## src/rtl/lp_mode_seq.sv

```systemverilog
`timescale 1ns/1ps
module lp_mode_seq #(
  parameter int DW = 8,
  parameter int AW = 3,
  parameter int TW = 8,
  parameter int TMO_RST = 32
) (
  input  logic          clk,
  input  logic          rst_n,
  input  logic          bus_wr,
  input  logic [AW-1:0] bus_addr,
  input  logic [DW-1:0] bus_wdata,
  output logic [DW-1:0] bus_rdata,
  input  logic          sleep_req,
  input  logic          wake_i,
  input  logic [3:0]    ack_i,
  output logic [3:0]    stop_req_o,
  output logic          sys_clk_en,
  output logic          bus_clk_en,
  output logic          slow_clk_en,
  output logic [7:0]    mode_o,
  output logic          stop_tmo_o,
  output logic          err_o
);
  localparam int NG = 4;
  localparam logic [AW-1:0] A_PERM = AW'(0), A_RUN = AW'(1), A_CFG = AW'(2),
                            A_MODE = AW'(3), A_LOG = AW'(4), A_TMO = AW'(5), A_ERR = AW'(6);
  localparam logic [2:0] DEPTH_MAX = 3'(NG);

  typedef enum logic [1:0] {PH_RUN, PH_ENTER, PH_STOP, PH_EXIT} ph_t;

  ph_t           ph;
  logic [3:0]    permit;
  logic          locked;
  logic [1:0]    run_m;
  logic [4:0]    cfg;
  logic [2:0]    s_mode;
  logic [1:0]    s_opt;
  logic [2:0]    depth;
  logic [TW-1:0] tmo_lim, tmo_cnt;
  logic [5:0]    log_q, log_set;
  logic          err_q, gated, tmo_q;
  logic          run_ok, stop_ok;

  wire wr_run  = bus_wr && bus_addr == A_RUN;
  wire [1:0] run_code = bus_wdata[1:0];
  wire [1:0] stg = depth[1:0] - 2'd1;
  wire entry_go = ph == PH_RUN && !wr_run && sleep_req && stop_ok;
  wire go_ack   = ph == PH_ENTER && ack_i[stg];
  wire log_clr  = bus_wr && bus_addr == A_LOG && bus_wdata == DW'(1);
  wire err_set  = (wr_run && !(ph == PH_RUN && run_ok)) ||
                  (ph == PH_RUN && !wr_run && sleep_req && !stop_ok);

  always_comb begin
    case (run_code)
      2'd0:    run_ok = 1'b1;
      2'd2:    run_ok = permit[1] && run_m == 2'd0;
      2'd3:    run_ok = permit[0] && run_m == 2'd0;
      default: run_ok = 1'b0;
    endcase
    case (cfg[2:0])
      3'd0:    stop_ok = 1'b1;
      3'd2:    stop_ok = permit[1];
      3'd3:    stop_ok = permit[2];
      3'd4:    stop_ok = permit[3];
      default: stop_ok = 1'b0;
    endcase
    if (run_m == 2'd3) stop_ok = 1'b0;
  end

  always_comb begin
    log_set = '0;
    if (entry_go) log_set[0] = 1'b1;
    if (go_ack) begin
      log_set = log_set | (6'd1 << depth);
      if (depth == DEPTH_MAX) log_set[5] = 1'b1;
    end
  end

  always_ff @(posedge clk or negedge rst_n) begin
    if (!rst_n) begin
      ph      <= PH_RUN;
      permit  <= '0;
      locked  <= 1'b0;
      run_m   <= 2'd0;
      cfg     <= '0;
      s_mode  <= '0;
      s_opt   <= '0;
      depth   <= '0;
      tmo_lim <= TW'(TMO_RST);
      tmo_cnt <= '0;
      log_q   <= '0;
      err_q   <= 1'b0;
      gated   <= 1'b0;
      tmo_q   <= 1'b0;
    end else begin
      tmo_q <= 1'b0;
      if (bus_wr && bus_addr == A_PERM && !locked) begin
        permit <= bus_wdata[3:0];
        locked <= 1'b1;
      end
      if (bus_wr && bus_addr == A_CFG) cfg <= bus_wdata[4:0];
      if (bus_wr && bus_addr == A_TMO) tmo_lim <= bus_wdata[TW-1:0];
      log_q <= (log_clr ? 6'd0 : log_q) | log_set;
      if (err_set) err_q <= 1'b1;
      case (ph)
        PH_RUN:
          if (wr_run) begin
            if (run_ok) run_m <= run_code;
          end else if (entry_go) begin
            ph      <= PH_ENTER;
            depth   <= 3'd1;
            tmo_cnt <= '0;
            s_mode  <= cfg[2:0];
            s_opt   <= cfg[4:3];
          end
        PH_ENTER:
          if (go_ack) begin
            if (depth == DEPTH_MAX) begin
              ph    <= PH_STOP;
              gated <= 1'b1;
            end else depth <= depth + 3'd1;
            if (tmo_cnt != '1) tmo_cnt <= tmo_cnt + 1'b1;
          end else if (tmo_cnt >= tmo_lim) begin
            ph    <= PH_RUN;
            depth <= '0;
            tmo_q <= 1'b1;
          end else tmo_cnt <= tmo_cnt + 1'b1;
        PH_STOP:
          if (wake_i) begin
            ph    <= PH_EXIT;
            depth <= DEPTH_MAX - 3'd1;
          end
        default: begin
          depth <= depth - 3'd1;
          if (depth == 3'd1) begin
            ph    <= PH_RUN;
            gated <= 1'b0;
            run_m <= 2'd0;
          end
        end
      endcase
    end
  end

  for (genvar g = 0; g < NG; g++) begin : g_req
    assign stop_req_o[g] = depth > 3'(g);
  end

  wire g_sys  = s_opt != 2'd3;
  wire g_bus  = s_opt != 2'd2;
  wire g_slow = s_opt == 2'd0 || s_mode == 3'd3 || s_mode == 3'd4;
  assign sys_clk_en  = !(gated && g_sys  && depth > 3'd1);
  assign bus_clk_en  = !(gated && g_bus  && depth > 3'd2);
  assign slow_clk_en = !(gated && g_slow && depth > 3'd3);

  always_comb begin
    if (ph == PH_STOP || ph == PH_EXIT) mode_o = 8'h02;
    else case (run_m)
      2'd2:    mode_o = 8'h04;
      2'd3:    mode_o = 8'h80;
      default: mode_o = 8'h01;
    endcase
  end

  assign stop_tmo_o = tmo_q;
  assign err_o      = err_q;

  always_comb begin
    case (bus_addr)
      A_PERM:  bus_rdata = DW'(permit);
      A_RUN:   bus_rdata = DW'(run_m);
      A_CFG:   bus_rdata = DW'(cfg);
      A_MODE:  bus_rdata = DW'(mode_o);
      A_LOG:   bus_rdata = DW'(log_q);
      A_TMO:   bus_rdata = DW'(tmo_lim);
      A_ERR:   bus_rdata = DW'(err_q);
      default: bus_rdata = '0;
    endcase
  end
endmodule

```

## config.mk

```make
export PLATFORM = sky130hd
export DESIGN_NAME = lp_mode_seq
export DESIGN_NICKNAME = d
export VERILOG_FILES = /design/src/rtl/lp_mode_seq.sv
export SDC_FILE = /design/constraint.sdc
export NUM_CORES = 1
export LEC_CHECK = 0
export BUFFER_PORTS_ARGS = -buffer_cell sky130_fd_sc_hd__buf_4
export CAP_MARGIN = 20
export CORE_ASPECT_RATIO = 1.2
export CORE_MARGIN = 5
export CORE_UTILIZATION = 40
export CTS_BUF_LIST = sky130_fd_sc_hd__clkbuf_8
export CTS_CLUSTER_DIAMETER = 120
export DETAILED_ROUTE_END_ITERATION = 7
export GPL_TIMING_DRIVEN = 0
export SLEW_MARGIN = 25
export SYNTH_ARGS = -nofsm -noshare
export SYNTH_HDL_FRONTEND = slang
export SYNTH_SLANG_ARGS = --single-unit
```

## constraint.sdc

```tcl
create_clock -name clk -period 2.5 [get_ports clk]
set_clock_uncertainty 0.1 [all_clocks]
set_input_delay 0.5 -clock clk [delete_from_list [all_inputs] [get_ports clk]]
set_output_delay 0.5 -clock clk [all_outputs]
set_load 0.01 [all_outputs]
```

==> qor.yml <==
outcome:
  status: "finished with violations"
  violations: "setup timing"
final_layout:
  drive_gt1_share_pct: 34.68
  ff_latch_area_um2: 1182
  finish.utilization_pct: 51.32
  stdcell_count: 462
  n_antenna_cell: 0
  area_growth_pct: 24.80
  final_cell_area_um2: 3734
  nNetsFinal: 410
  multi_input_area_um2: 1760
  fillers: 675
flow_run:
  cap_viol_max_count: 0
floorplan:
  initial_utilization_pct: 41.12
  fp.dieH_um: 104.7
  die_x_um: 88.95
  io_pins: 45
  core_um2: 7274
  row_count: 34
  die_area_um2: 9316
timing:
  holdWs_ps: 92.12
  post-route-min-period_ps: 2514
  fmax_mhz: 397.7
  rsz0062_at_grt: "yes"
  finalHoldViolCount: 0
  slew_viol_final: 0
  period_share_pct: 100.6
  worst_pin_slew_ps: 746.6
  relSlewSlack_pct: 49.77
  setup_viol: 1
  timing.final.ws_setup_ps: -14.32
critical_path:
  startpoint_type: "flop"
  cp-startpoint: "cfg[1]$_DFFE_PN0P_"
  cp-end-kind: "flop"
  slowest_delay_ps: 430
  r2r_setup_slack_ps: -10
  crit_buf_inv: 1
  timing.critical_path.max_delay_family: "compound AO/OA/AOI/OAI gates"
  worst-path-max-fanout: 6
  crit_slowest_cell: "dfrtp_1"
  path_cells: "nand2b_4 -> a22o_1 -> o41a_1 -> buf_6 -> a221o_2 -> a311oi_2 -> mux2_4"
  timing.rr.start: "cfg[1]$_DFFE_PN0P_"
  critPathRequiredTime_ps: 2590
  critical_path_class: "reg -> reg"
  cp_data_arrival_time_ps: 2610
routing:
  drt_first_pass_iters: 4
  ant_nets: 0
  avgRoutedWirePerCell_um: 16.95
  dr.first_iter.drc_count: 102
  wirelength_mm: 7.829
  viasPerCell: 5.556
  vias: 2567
  remaining_drc_errors: 0
clock_network:
  cts_buffers: 5
  root_buffer: "clkbuf_8"
  hold_buffers: 0
  cts_buffer_depth: 2
  cts.sinks: 47
  cts_tree: "built"
  h-tree-depth: 2
  path_clk_slew_ps: 100
  clk_latency_ps: 300
logic_synthesis:
  ys_seq_elements: 47
  synthArstFlopShare_pct: 100.0
  synth_cell_types: 59
  synth.avg_cell_area_um2: 9.745
  yosys.area.top_type: "dfrtp_1"
  ys_seq_area_share_pct: 39.36
  synthFlopType: "dfrtp_1"
  synth.most_common_cell: "dfrtp_1"
  synth-edff-count: 0
  synthesis.area_um2: 2992
  syn_inst: 307
  synth.top_cells.by_area: "dfrtp_1, mux2_2, ha_1, mux2i_1, nand2_1"
  yosys_warnings: 0
  netlist_top_cells_count: "dfrtp_1, nand2_1, nor2_1"
  synth.top_cell.area_share_pct: 38.48
placed_design:
  place_area_um2: 3422
  portBuffers: 39
  hpwlAfterDp_mm: 5.802
  gp_congestion: 0.8399
  dp_cells: 439
global_routing:
  first_global_vias: 2594
  grt_overflow: 0
  antenna_found_initial: 0
  grt_pass1_wl_mm: 12.88
  grt_max_degree: 48
  track_usage_pct: 17.55
power_and_ir_drop:
  power_mw: 3.734
  vdd_drop_max_mv: 0.4624
  p_leak_nw: 1.721
  powerDensity_nw_per_um2: 1000
worst_hold_path:
  min_path_type: "in -> async"
[final timing paths]
check                                     end  depth (start not counted)
min reg2reg                locked$_DFFE_PN0P_                          2
max                         ph[0]$_DFFE_PN0P_                          7
min                        cfg[2]$_DFFE_PN0P_                          1
max in group asynchronous   ph[0]$_DFFE_PN0P_                          1
max reg2reg                 ph[0]$_DFFE_PN0P_                          7
min in group clk           cfg[4]$_DFFE_PN0P_                          3
[registers in the layout, indices dropped and copies added, names as in the netlist]
name / flops
s_mode: 3
run_m: 2
depth: 3
s_opt: 2
tmo_lim: 8
stop_tmo_o: 1
permit: 4
locked: 1
gated: 1
log_q: 6
tmo_cnt: 8
err_o: 1
cfg: 5
ph: 2
[layer usage]
metal	routed length, um	track usage, %	share of wire (%)	vias up
met3	286	2.756	3.7	10
met2	4004	28.98	51	53
met4	159	5.957	2.0	0
met1	3379	23.16	43	1274
met5	0	0	0	-
li1	-	-	-	1230
[cells in the final DEF (no fill, tap or decap), types with 3 or more instances in the layout]
cell type,synthesis,final
nor2_1,25,23
nand2_1,30,29
mux4_2,3,3
dfrtp_1,46,42
inv_2,0,3
nand3_1,13,13
clkbuf_1,7,5
inv_1,21,18
a21oi_1,5,5
a22o_1,3,3
buf_4,4,61
o21ai_0,17,14
nand2b_1,5,5
nor3_1,10,8
and3_1,4,4
ha_1,19,16
o21a_1,3,3
conb_1,1,4
clkbuf_8,1,6
dfrtp_2,0,4
ha_4,0,3
o21ai_1,0,3
mux2i_1,12,12
nor4_1,5,3
mux2_2,23,22
[timing repair]
| item | CTS | global route |
|---|---|---|
| endpoints found under the setup margin | 18 | 16 |
| resized for setup | 17 | 15 |
| setup buffers | 6 | 11 |
| pin swaps | 8 | 7 |
[per-stage QoR]
stage | setup slack (ps) | setup TNS (ps)
final | -14.32 | -14.32
after floorplan | 14.24 | 0
after global routing | -65.02 | -163.7
after global placement | -418.4 | -2982
after detailed placement | -423.1 | -3156
after CTS | -81.67 | -149.3
[worst register-to-register path, delay by kind of cell, from the launching register on]
kind            cells  cell delay [ps]
compound gates      4             1240
buf+inv             1              150
flops               1              430
mux                 1              330
simple gates        1              150
[cell type report]
type / count / share of cell area [%]
Sequential cell: 47 / 31.67
Tap cell: 90 / 3.016
Multi-Input combinational cell: 226 / 47.15
Timing Repair Buffer: 56 / 11.26
Buffer: 13 / 2.312
Inverter: 22 / 2.212
Clock inverter: 3 / 0.5362
Clock buffer: 5 / 1.843
[cell families after synthesis]
logic type / Yosys count / synth area share [%]
buffers and inverters: 37 / 5.981
and+or+nand+nor: 106 / 17.32
AOI/OAI and AO/OA: 59 / 14.35
adders and majority gates: 19 / 7.947
other: 1 / 0.1254
muxes: 38 / 14.93
DFF: 47 / 39.36
[power by group]
group          internal, mW  switching [mW]
clock network         0.195           0.282
logic                 0.967            1.03
registers             0.999           0.261
No activity file was read; power rests on OpenSTA's default activity.
